<file path="config.mk">
export PLATFORM = sky130hd
export DESIGN_NAME = hotplug_enable_gate
export DESIGN_NICKNAME = d
export VERILOG_FILES = /design/src/rtl/hig_pkg.sv /design/src/rtl/hig_sync.sv /design/src/rtl/hig_mask.sv /design/src/rtl/hig_decide.sv /design/src/rtl/hotplug_enable_gate.sv
export SDC_FILE = /design/constraint.sdc
export NUM_CORES = 1
export LEC_CHECK = 0
export BUFFER_PORTS_ARGS = -buffer_cell sky130_fd_sc_hd__clkbuf_2
export CAP_MARGIN = 10
export CORE_AREA = 3 3 40 42
export DETAILED_ROUTE_END_ITERATION = 8
export DIE_AREA = 0 0 43 45
export SETUP_SLACK_MARGIN = 0.15
export SLEW_MARGIN = 20
export SYNTH_ARGS = -nofsm -noshare
export SYNTH_HDL_FRONTEND = slang
export SYNTH_SLANG_ARGS = --single-unit
</file>
<file path="constraint.sdc">
create_clock -name clk -period 1.4 [get_ports clk]
set_input_delay 0.28 -clock clk [delete_from_list [all_inputs] [get_ports clk]]
set_output_delay 0.28 -clock clk [all_outputs]
set_load 0.05 [all_outputs]
</file>
<file path="src/rtl/hig_pkg.sv">
package hig_pkg;

   localparam int REQ_KIND_W = 3;

   typedef enum logic [REQ_KIND_W-1:0] {
      RK_IO      = 3'd0,
      RK_MEM     = 3'd1,
      RK_CFG0    = 3'd2,
      RK_PWRITE  = 3'd3,
      RK_DREQ    = 3'd4,
      RK_DCPL    = 3'd5,
      RK_RSVD6   = 3'd6,
      RK_RSVD7   = 3'd7
   } req_kind_e;

   typedef struct packed {
      logic io;
      logic mem;
      logic mst;
   } cmd_en_t;

endpackage

</file>
<file path="src/rtl/hig_sync.sv">
module hig_sync #(
   parameter int STAGES = 2
) (
   input  logic clk,
   input  logic rst_n,
   input  logic async_in,
   output logic sync_out
);
   localparam int LAST = STAGES - 1;

   initial begin
      if (STAGES < 2) $error("hig_sync: STAGES must be at least 2");
   end

   logic [LAST:0] chain;

   generate
      for (genvar s = 0; s < STAGES; s++) begin : g_stage
         if (s == 0) begin : g_first
            always_ff @(posedge clk or negedge rst_n) begin
               if (!rst_n) chain[0] <= 1'b0;
               else        chain[0] <= async_in;
            end
         end else begin : g_next
            always_ff @(posedge clk or negedge rst_n) begin
               if (!rst_n) chain[s] <= 1'b0;
               else        chain[s] <= chain[s-1];
            end
         end
      end
   endgenerate

   assign sync_out = chain[LAST];
endmodule

</file>
<file path="src/rtl/hig_mask.sv">
module hig_mask
   import hig_pkg::*;
(
   input  logic    mode_arm,
   input  logic    pin_oe,
   input  logic    pin_sync,
   input  cmd_en_t stored,
   output logic    gate,
   output cmd_en_t effective
);
   logic armed;

   always_comb begin
      armed = mode_arm & ~pin_oe;
      gate  = armed & pin_sync;
      if (gate) begin
         effective = '0;
      end else begin
         effective = stored;
      end
   end
endmodule

</file>
<file path="src/rtl/hig_decide.sv">
module hig_decide
   import hig_pkg::*;
#(
   parameter int QCNT_W = 8
) (
   input  logic                  valid,
   input  logic [REQ_KIND_W-1:0] kind,
   input  logic                  gate,
   input  cmd_en_t               stored,
   input  cmd_en_t               effective,
   input  logic [QCNT_W-1:0]     qcnt,
   output logic                  accept,
   output logic                  halted
);
   initial begin
      if (QCNT_W < 1) $error("hig_decide: QCNT_W must be positive");
   end

   req_kind_e kd;
   logic      raw;

   always_comb begin
      kd = req_kind_e'(kind);
      unique case (kd)
         RK_IO:     raw = effective.io;
         RK_MEM:    raw = effective.mem;
         RK_CFG0:   raw = 1'b1;
         RK_PWRITE: raw = stored.mst;
         RK_DREQ:   raw = stored.mst;
         RK_DCPL:   raw = ~gate;
         default:   raw = 1'b0;
      endcase
      accept = valid & raw;
      halted = gate & (qcnt == '0);
   end
endmodule

</file>
<file path="src/rtl/hotplug_enable_gate.sv">
module hotplug_enable_gate
   import hig_pkg::*;
#(
   parameter int QCNT_W      = 8,
   parameter int SYNC_STAGES = 2
) (
   input  logic              clk,
   input  logic              rst_n,
   input  logic              cmd_io_en,
   input  logic              cmd_mem_en,
   input  logic              cmd_master_en,
   input  logic              live_mode_en,
   input  logic              gpio3_oe,
   input  logic              gpio3_pin,
   input  logic [QCNT_W-1:0] queued_cnt,
   input  logic              req_valid,
   input  logic [2:0]        req_kind,
   output logic              eff_io_en,
   output logic              eff_mem_en,
   output logic              eff_master_en,
   output logic              rd_io_en,
   output logic              rd_mem_en,
   output logic              rd_master_en,
   output logic              gate_active,
   output logic              req_accept,
   output logic              halted
);
   initial begin
      if (SYNC_STAGES < 2) $error("hotplug_enable_gate: SYNC_STAGES < 2");
      if (QCNT_W < 1)      $error("hotplug_enable_gate: QCNT_W < 1");
   end

   logic    pin_s;
   cmd_en_t stored_en;
   cmd_en_t eff_en;

   assign stored_en = '{io: cmd_io_en, mem: cmd_mem_en, mst: cmd_master_en};

   hig_sync #(.STAGES(SYNC_STAGES)) u_sync (
      .clk      (clk),
      .rst_n    (rst_n),
      .async_in (gpio3_pin),
      .sync_out (pin_s)
   );

   hig_mask u_mask (
      .mode_arm  (live_mode_en),
      .pin_oe    (gpio3_oe),
      .pin_sync  (pin_s),
      .stored    (stored_en),
      .gate      (gate_active),
      .effective (eff_en)
   );

   hig_decide #(.QCNT_W(QCNT_W)) u_decide (
      .valid     (req_valid),
      .kind      (req_kind),
      .gate      (gate_active),
      .stored    (stored_en),
      .effective (eff_en),
      .qcnt      (queued_cnt),
      .accept    (req_accept),
      .halted    (halted)
   );

   assign eff_io_en     = eff_en.io;
   assign eff_mem_en    = eff_en.mem;
   assign eff_master_en = eff_en.mst;
   assign rd_io_en      = stored_en.io;
   assign rd_mem_en     = stored_en.mem;
   assign rd_master_en  = stored_en.mst;
endmodule

</file>
==> metrics.txt <==
status complete, but fails checks; violated checks negative setup slack; routed length per placed instance 10.9 um; core area 1280 um^2; Worst Max-Slew Pin Slew 267 ps; CTS tree built; clock-pin slew on the worst setup and hold paths 30 ps; # DRC 0; CP endpoint kind primary output; nets 79; final setup vio count 6; vias per std cell 4.19; critical path required time 1120 ps; die area 1940 um^2; YS warnings 0; cell taking the most area after synthesis dfrtp_1; worst reg2reg endpoint u_sync.sync_out$_DFF_PN0_; Syn Inst Count 22; antenna violations before repair 0; met2 wire length 385 um; Num CTS Buffers 3; share of the synthesized area in the top cell type 25.0%; deepest clock path buffer count 2; vias in the first global route 300; Slew Viols, Final 0; Post-synth ARST share 100%; R2R cell count 0; Setup CP Type reg -> out; worst-path fanout max 3; Synth Net Count 42; Max Fclk 0.677 GHz; Setup WS post-layout -76.3 ps; Critical Path AT 1200 ps; RR Startpoint u_sync.chain[0]$_DFF_PN0_; Die Ht 45 um; Pre-Repair DR Iteration Count 1; Routability Congestion 0.695; Synth Area per Inst 9.10 um^2; Die W 43 um; Skew-Pair Late Insertion Delay 220 ps; Max Cap Viol 0; termination of the worst setup path req_accept; flops & latches, synth 2; Ant. Diodes 0; top routing layer in use met3; Site Rows 13; post-route minimum period 1480 ps; DRT met1 WL 313 um; number of synthesized flops with an enable pin 0; Most used DFF post-synth dfrtp_1; routed vias 302; H-tree depth 1; unique cell type count in the Yosys netlist 16; worst hold path class in -> reg; commonest cells in the netlist and2_1 (3), buf_4 (3), dfrtp_1 (2), nor4_1 (2); initial DRC count 0; first-pass GRT wire length 1220 um; routed wire length 788 um; total congestion overflow 0; pwr dens 684 nW/um^2; clock sinks 2; reg-to-reg setup timing slack 940 ps; Leak 0.275 nW; setup tns final -255 ps; RSZ-0062 raised after global routing true; Total GRT Usage 8.33%; final worst-path cycle share 105%; layout cell share with drive strength beyond 1 77.2%; clock root buffer master clkbuf_4; met3 WL 89 um; IO Count 29; fin util 40.9%; Area contributors post-synth dfrtp_1 (25%), buf_4 (11%), nand3b_4 (10%), and2_1 (9.4%), nor4_1 (6.3%); largest net degree at the start of global routing 5; Critical Path Start u_sync.sync_out$_DFF_PN0_; Worst Clk Skew 3.09 ps; worst vdd ir 0.409 mV; Hold Vio Cnt, Final 0; antenna viol nets, final 0; Synth Cell Area 200 um^2; layout overhead on the synthesized area 163%; Worst setup SP type register; slew margin rel. 82.0%; IO buf count 28; post-synthesis sequential area ratio 25.0%; Starting Density 15.6%
[worst min path at each step]
stage,startpoint,end,slack [ps],cells past startpoint
after floorplan,rst_n,u_sync.chain[0]$_DFF_PN0_,-20,0
after global placement,rst_n,u_sync.sync_out$_DFF_PN0_,70,1
after detailed placement,rst_n,u_sync.sync_out$_DFF_PN0_,70,1
after CTS,gpio3_pin,u_sync.chain[0]$_DFF_PN0_,160,1
after global routing,gpio3_pin,u_sync.chain[0]$_DFF_PN0_,170,1
final,gpio3_pin,u_sync.chain[0]$_DFF_PN0_,170,1
[cell usage in the layout (no fill, tap or decap), drive strengths merged]
cell         Yosys  layout
nor2             1       1
dlygate4sd3      0       1
and2             3       3
clkinv           0       1
nor2b            1       1
o211ai           1       1
nand4b           1       1
dfrtp            2       2
clkbuf           0      27
nor3b            1       1
a22o             1       1
nand3b           2       2
nand4bb          1       1
buf              3      10
and3             1       1
nor4             2       2
o21ai            1       1
[kinds of logic (layout without fill, tap and decap cells)]
logic type | count (synthesis) | after routing | share of synthesized area (%)
compound gates | 3 | 3 | 10.6
simple gates | 13 | 13 | 51.3
flops | 2 | 2 | 25.0
buf+inv | 4 | 39 | 13.1
[metrics by stage]
stage                     instances  instance area, um^2  hold slack [ps]  power (mW)  worst slack [ps]
after global routing             72                  526              167       0.384              -118
after CTS                        71                  507              156       0.363              -105
after detailed placement         63                  359             68.9       0.190             -46.0
final                            72                  526              166       0.359             -76.3
after global placement           63                  359             68.4       0.189             -32.2
after floorplan                  22                  215            -15.6       0.146               169
[power breakdown]
part | leakage (nW) | switching, mW | internal, mW
sequential | 0.0233 | 0.00162 | 0.0612
combinational | 0.237 | 0.0873 | 0.0838
clock | 0.0138 | 0.0308 | 0.0944
[final cells by class]
type / instances / area (um^2)
fillers: 132 / 759
flip-flops and latches: 2 / 50.0
clock buffers: 3 / 22.5
repair buffers: 35 / 279
multi-input cells: 16 / 146
well taps: 15 / 18.8
inverters: 1 / 8.76
[critical path: stages, from the launching register on]
cell	delay, ps
dfrtp_1	360
nand3b_4	110
clkinv_4	60
o21ai_2	50
a22o_4	220
clkbuf_16	170
[per-layer routing]
metal,track usage (%),vias to the layer above
met3,3.19,0
li1,-,150
met2,13.2,21
met4,3.61,0
met1,10.1,131
met5,0,-
[sequential cells by signal (all words and copies together) (netlist names)]
name             cells
u_sync.sync_out      1
u_sync.chain         1
[what timing repair did]
action	CTS	global route
buffers inserted	4	1
setup endpoints to repair	6	6
pin swaps	1	1
hold buffers	1	0
gates resized for setup	17	7
endpoints found under the hold margin	2	0
No activity file was read; power rests on OpenSTA's default activity.
